$ cat config.mk
export PLATFORM = sky130hd
export DESIGN_NAME = nand_section_bridge
export DESIGN_NICKNAME = d
export VERILOG_FILES = /design/src/rtl/nsb_pkg.sv /design/src/rtl/nsb_decode.sv /design/src/rtl/nsb_timer.sv /design/src/rtl/nand_section_bridge.sv
export SDC_FILE = /design/constraint.sdc
export NUM_CORES = 1
export LEC_CHECK = 0
export BUFFER_PORTS_ARGS = -buffer_cell sky130_fd_sc_hd__buf_2
export CORE_ASPECT_RATIO = 0.75
export CORE_MARGIN = 2
export CORE_UTILIZATION = 40
export CTS_CLUSTER_SIZE = 25
export DETAILED_ROUTE_END_ITERATION = 8
export GPL_TIMING_DRIVEN = 0
export PLACE_DENSITY = 0.73
export SETUP_SLACK_MARGIN = 0.2
export SLEW_MARGIN = 15
export SYNTH_ARGS = -nofsm -noshare
export SYNTH_HDL_FRONTEND = slang
export SYNTH_SLANG_ARGS = --single-unit
$ cat constraint.sdc
create_clock -name clk -period 4.3 [get_ports clk]
set_input_delay 0.43 -clock clk [delete_from_list [all_inputs] [get_ports clk]]
set_output_delay 0.43 -clock clk [all_outputs]
set_load 0.02 [all_outputs]
$ cat src/rtl/nsb_pkg.sv
package nsb_pkg;
    typedef enum logic [1:0] {
        SEC_DATA = 2'd0,
        SEC_CMD  = 2'd1,
        SEC_ADDR = 2'd2
    } section_t;

    typedef enum logic [2:0] {
        ST_IDLE,
        ST_WAIT_RB,
        ST_SETUP,
        ST_STROBE,
        ST_HOLD,
        ST_DONE
    } state_t;
endpackage

$ cat src/rtl/nsb_decode.sv
module nsb_decode
    import nsb_pkg::*;
(
    input  logic [1:0] sel_bits,
    output section_t   sec
);
    // Bit 1 set wins: address window regardless of bit 0.
    always_comb begin
        if (sel_bits[1])      sec = SEC_ADDR;
        else if (sel_bits[0]) sec = SEC_CMD;
        else                  sec = SEC_DATA;
    end
endmodule

$ cat src/rtl/nsb_timer.sv
module nsb_timer #(
    parameter int CNT_W = 4
) (
    input  logic             clk,
    input  logic             rst_n,
    input  logic             load,
    input  logic [CNT_W-1:0] load_val,
    output logic             expired
);
    logic [CNT_W-1:0] cnt;

    always_ff @(posedge clk or negedge rst_n) begin
        if (!rst_n)             cnt <= '0;
        else if (load)          cnt <= load_val;
        else if (cnt != '0)     cnt <= cnt - 1'b1;
    end

    assign expired = (cnt == '0);
endmodule

$ cat src/rtl/nand_section_bridge.sv
module nand_section_bridge
    import nsb_pkg::*;
#(
    parameter int ADDR_W  = 18,
    parameter int SEL_LSB = 16,
    parameter int DATA_W  = 8,
    parameter int CNT_W   = 4
) (
    input  logic              clk,
    input  logic              rst_n,
    input  logic              host_req,
    input  logic              host_we,
    input  logic [ADDR_W-1:0] host_addr,
    input  logic [DATA_W-1:0] host_wdata,
    output logic [DATA_W-1:0] host_rdata,
    output logic              host_ready,
    input  logic [CNT_W-1:0]  cfg_setup,
    input  logic [CNT_W-1:0]  cfg_strobe,
    input  logic [CNT_W-1:0]  cfg_hold,
    input  logic              cfg_wait_rb,
    output logic              nand_ce_n,
    output logic              nand_cle,
    output logic              nand_ale,
    output logic              nand_we_n,
    output logic              nand_re_n,
    output logic [DATA_W-1:0] nand_dq_out,
    output logic              nand_dq_oe,
    input  logic [DATA_W-1:0] nand_dq_in,
    input  logic              nand_rb
);
    state_t            state, state_nx;
    section_t          sec_in, sec_q;
    logic              we_q;
    logic [DATA_W-1:0] wdata_q, rdata_q;
    logic              tmr_load, tmr_expired;
    logic [CNT_W-1:0]  tmr_val;
    logic              unused_addr;

    // Only the window-select bits matter; the offset inside a window is dropped.
    assign unused_addr = ^host_addr;

    nsb_decode u_decode (
        .sel_bits (host_addr[SEL_LSB+1:SEL_LSB]),
        .sec      (sec_in)
    );

    nsb_timer #(.CNT_W(CNT_W)) u_timer (
        .clk      (clk),
        .rst_n    (rst_n),
        .load     (tmr_load),
        .load_val (tmr_val),
        .expired  (tmr_expired)
    );

    // Next state and phase timer loads
    always_comb begin
        state_nx = state;
        tmr_load = 1'b0;
        tmr_val  = cfg_setup;
        unique case (state)
            ST_IDLE: if (host_req) begin
                if (!host_we && sec_in != SEC_DATA) begin
                    state_nx = ST_DONE;
                end else if (cfg_wait_rb && sec_in == SEC_DATA && !nand_rb) begin
                    state_nx = ST_WAIT_RB;
                end else begin
                    state_nx = ST_SETUP;
                    tmr_load = 1'b1;
                end
            end
            ST_WAIT_RB: if (nand_rb) begin
                state_nx = ST_SETUP;
                tmr_load = 1'b1;
            end
            ST_SETUP: if (tmr_expired) begin
                state_nx = ST_STROBE;
                tmr_load = 1'b1;
                tmr_val  = cfg_strobe;
            end
            ST_STROBE: if (tmr_expired) begin
                state_nx = ST_HOLD;
                tmr_load = 1'b1;
                tmr_val  = cfg_hold;
            end
            ST_HOLD: if (tmr_expired) state_nx = ST_DONE;
            ST_DONE: state_nx = ST_IDLE;
            default: state_nx = ST_IDLE;
        endcase
    end

    // State register and request capture
    always_ff @(posedge clk or negedge rst_n) begin
        if (!rst_n) begin
            state   <= ST_IDLE;
            sec_q   <= SEC_DATA;
            we_q    <= 1'b0;
            wdata_q <= '0;
            rdata_q <= '0;
        end else begin
            state <= state_nx;
            if (state == ST_IDLE && host_req) begin
                sec_q   <= sec_in;
                we_q    <= host_we;
                wdata_q <= host_wdata;
                if (!host_we) rdata_q <= '0;
            end
            // Capture on the edge that ends the read strobe
            if (state == ST_STROBE && tmr_expired && !we_q)
                rdata_q <= nand_dq_in;
        end
    end

    // Outputs from state
    always_comb begin
        logic active;
        active      = (state == ST_SETUP) || (state == ST_STROBE) || (state == ST_HOLD);
        nand_ce_n   = !active;
        nand_cle    = active && (sec_q == SEC_CMD);
        nand_ale    = active && (sec_q == SEC_ADDR);
        nand_we_n   = !((state == ST_STROBE) && we_q);
        nand_re_n   = !((state == ST_STROBE) && !we_q);
        nand_dq_oe  = active && we_q;
        nand_dq_out = wdata_q;
        host_ready  = (state == ST_DONE);
        host_rdata  = rdata_q;
    end

    // Assertions
    p_latch_excl_r1: assert property (@(posedge clk) disable iff (!rst_n)
        !(nand_cle && nand_ale));
    p_write_drives_r2: assert property (@(posedge clk) disable iff (!rst_n)
        !nand_we_n |-> nand_dq_oe);
    p_strobe_excl_r4: assert property (@(posedge clk) disable iff (!rst_n)
        !(!nand_we_n && !nand_re_n));
    p_rdata_steady_r5: assert property (@(posedge clk) disable iff (!rst_n)
        (state == ST_HOLD) |=> $stable(host_rdata));
    p_strobe_needs_ce_r7: assert property (@(posedge clk) disable iff (!rst_n)
        (!nand_we_n || !nand_re_n) |-> !nand_ce_n);
    p_stall_quiet_r9: assert property (@(posedge clk) disable iff (!rst_n)
        (state == ST_WAIT_RB) |-> (nand_ce_n && nand_we_n && nand_re_n && !host_ready));
    p_ready_single_r10: assert property (@(posedge clk) disable iff (!rst_n)
        host_ready |=> !host_ready);
    p_ready_after_ce_r8: assert property (@(posedge clk) disable iff (!rst_n)
        host_ready |-> nand_ce_n);
endmodule

==> impl_metrics.py <==
metrics = {
    "synthesis": {
        "netlist_area_sq_mm": 0.00137,
        "seq_area_frac_synth_pct": 47.4,
        "synth.distinct_cells": 31,
        "synth_nets": 186,
        "synthTopCellsByArea": "dfrtp_1, mux2_2, mux2i_1",
        "synth_edf_count": 0,
        "yosys_warnings": 0,
        "synth_top_area_cell": "dfrtp_1",
        "synth_flop_cell": "dfrtp_1",
        "synth_seq_cells": 26,
        "netlist.area_leader.share_pct": 47.4,
        "syn_avg_cell_area_sq_um": 10.3,
        "async_reset_ff_share_pct": 100,
        "synthCells": 133,
    },
    "layout": {
        "area_delta_synth_final_pct": 28.8,
        "final_cell_mix": "buf_2, dfrtp_1, nand2_1",
        "antenna-diode-count": 0,
        "drive_gt1_share_pct": 44.6,
        "layout_commonest_cell": "buf_2",
        "nets": 249,
    },
    "die": {
        "fp.dieH_um": 54.7,
        "rows": 18,
        "pin_count": 75,
        "die_w_um": 71.6,
        "dieArea_sq_mm": 0.00392,
        "core_area_sq_mm": 0.00329,
        "start_util_pct": 41.7,
    },
    "drt": {
        "vias": 1147,
        "drc_errors": 0,
        "firstDrtPassIters": 6,
        "routed_wl_um": 2900,
        "ant_nets": 0,
        "viasPerCell": 4.88,
        "first_iter_violations": 29,
        "wl_per_cell_um": 12.3,
    },
    "timing": {
        "clock_skew_ps": 6.74,
        "rsz0062_at_grt": "no",
        "period_share_pct": 49.3,
        "finalSetupViolCount": 0,
        "worstMarginPinSlew_ps": 582,
        "drv_slew": 0,
        "finalSetupTns_ps": 0,
        "finalHoldViolations": 0,
        "slew_headroom_pct": 61.2,
        "worst_slack_ps": 2180,
        "min_period_ps": 2120,
        "fmax_mhz": 472,
    },
    "global_routing": {
        "use_met1_pct": 24.8,
        "grt_use_total_pct": 16.4,
        "grt_use_met3_pct": 3.87,
        "grt_max_degree": 27,
        "busiest_layer": "met1",
        "overflow": 0,
        "grt_util_met2_pct": 24.5,
        "grt_antenna_before_repair": 0,
        "grt_pass1_vias": 1062,
        "grt_first_pass_wirelength_um": 5020,
    },
    "pwr": {
        "peakVddDrop_v": 0.000348,
        "p_leak_nw": 0.955,
        "fin_total_pwr_mw": 1.24,
        "power_density_mw_per_mm2": 704,
    },
    "placement": {
        "place.detailed.hpwl_um": 2200,
        "dp_slack_ps": 2450,
        "place_congestion": 0.753,
        "portBuffers": 58,
    },
    "clocking": {
        "cts-resized-gates": 0,
        "cts_max_level": 1,
        "clkLatencyLatePin_ps": 270,
        "clkTransAtPathRegs_ps": 90,
        "cts_hold_buffers": 0,
        "cts_max_path_buffers": 2,
        "cts_made_buffers": 3,
        "cts_tree": "built",
        "ctsRootBufferMaster": "clkbuf_8",
        "clock_sinks": 26,
        "postCtsSetupBuffers": 0,
    },
    "setup_path": {
        "crit_path_end_kind": "output port",
        "worstPathRequired_ps": 3870,
        "worstSetupPathType": "reg -> out",
        "arrival_ps": 1690,
        "critPathMaxFanout": 10,
        "cp-start-kind": "register",
    },
    "worst_hold_path": {
        "hold_class": "in -> async",
    },
    "job": {
        "drv_cap": 0,
    },
    "outcome": {
        "status": "finished clean",
    },
}
-- registers in the layout, indices dropped and copies added, names as in the netlist --
register and cells:
u_timer.cnt 4, state 3, we_q 1, host_rdata 8, sec_q 2, nand_dq_out 8
-- cell usage after synthesis (2+ instances only) --
cell and count:
a21oi_1 6, and3b_1 2, buf_2 6, clkbuf_1 2, dfrtp_1 26, inv_1 5, mux2_2 14, mux2i_1 8
nand2_1 20, nand2b_1 2, nand3_1 11, nor2_1 4, nor2b_1 3, nor3_1 2, nor3b_1 4, o21ai_0 2
xnor2_1 2
-- per-stage QoR --
stage	utilization, %	hold WS (ps)	area [sq um]	std cells
5_1_grt	53.7	186	1770	235
3_5_place_dp	52.1	472	1710	231
2_1_floorplan	-	134	1370	133
3_3_place_gp	52.1	469	1710	231
6_report	53.7	148	1770	235
4_1_cts	53.7	173	1770	235
-- power by group --
group          internal, mW  switching, mW  total [mW]
Sequential            0.363         0.0629       0.426
Combinational         0.283          0.380       0.663
Clock                0.0817         0.0732       0.155
Total                 0.728          0.517        1.24
-- layout make-up --
class                   instances  area [sq um]
plain buffers                   9          45.0
repair buffers                 58           290
flip-flops and latches         26           651
multi-input cells              92           653
fillers                       294          1520
inverters                       6          22.5
clock buffers                   4          55.1
well taps                      40          50.0
-- cell families (layout without fill, tap and decap cells) --
group	Yosys count	in the layout	share of synthesized area (%)
flip-flops	26	26	47.4
buffers and inverters	15	77	4.93
adder cells (fa/ha/maj)	1	1	0.912
multiplexers	22	22	17.3
AND/OR/NAND/NOR	53	53	21.4
XOR/XNOR	2	2	1.28
AO/OA/AOI/OAI	14	14	6.75
-- worst max-delay path: stages, from the launching register on --
cell	delay (ps)
dfrtp_1	350
buf_2	220
nor2b_1	300
a21oi_1	150
nor3b_1	200
buf_2	190
-- worst paths after layout --
| kind | from | cells past startpoint | to | slack (ps) |
|---|---|---|---|---|
| worst max register to register | u_timer.cnt[0] | 7 | u_timer.cnt[2] | 2450 |
| min in group clk | nand_dq_in[0] | 3 | host_rdata[0] | 350 |
| max in group asynchronous | rst_n | 1 | host_rdata[2] | 3760 |
| worst max-delay path | state[1] | 5 | nand_cle | 2180 |
| worst min register to register | host_rdata[4] | 2 | host_rdata[4] | 500 |
| worst min-delay path | rst_n | 1 | nand_dq_out[0] | 150 |
-- metal layers --
layer	vias up	wire [um]	part of all wire, %
met5	-	0	0
met4	0	0	0
met3	0	188	6.5
met2	39	1260	44
met1	528	1450	50
li1	580	-	-
Power figures use the tool's default switching activity.
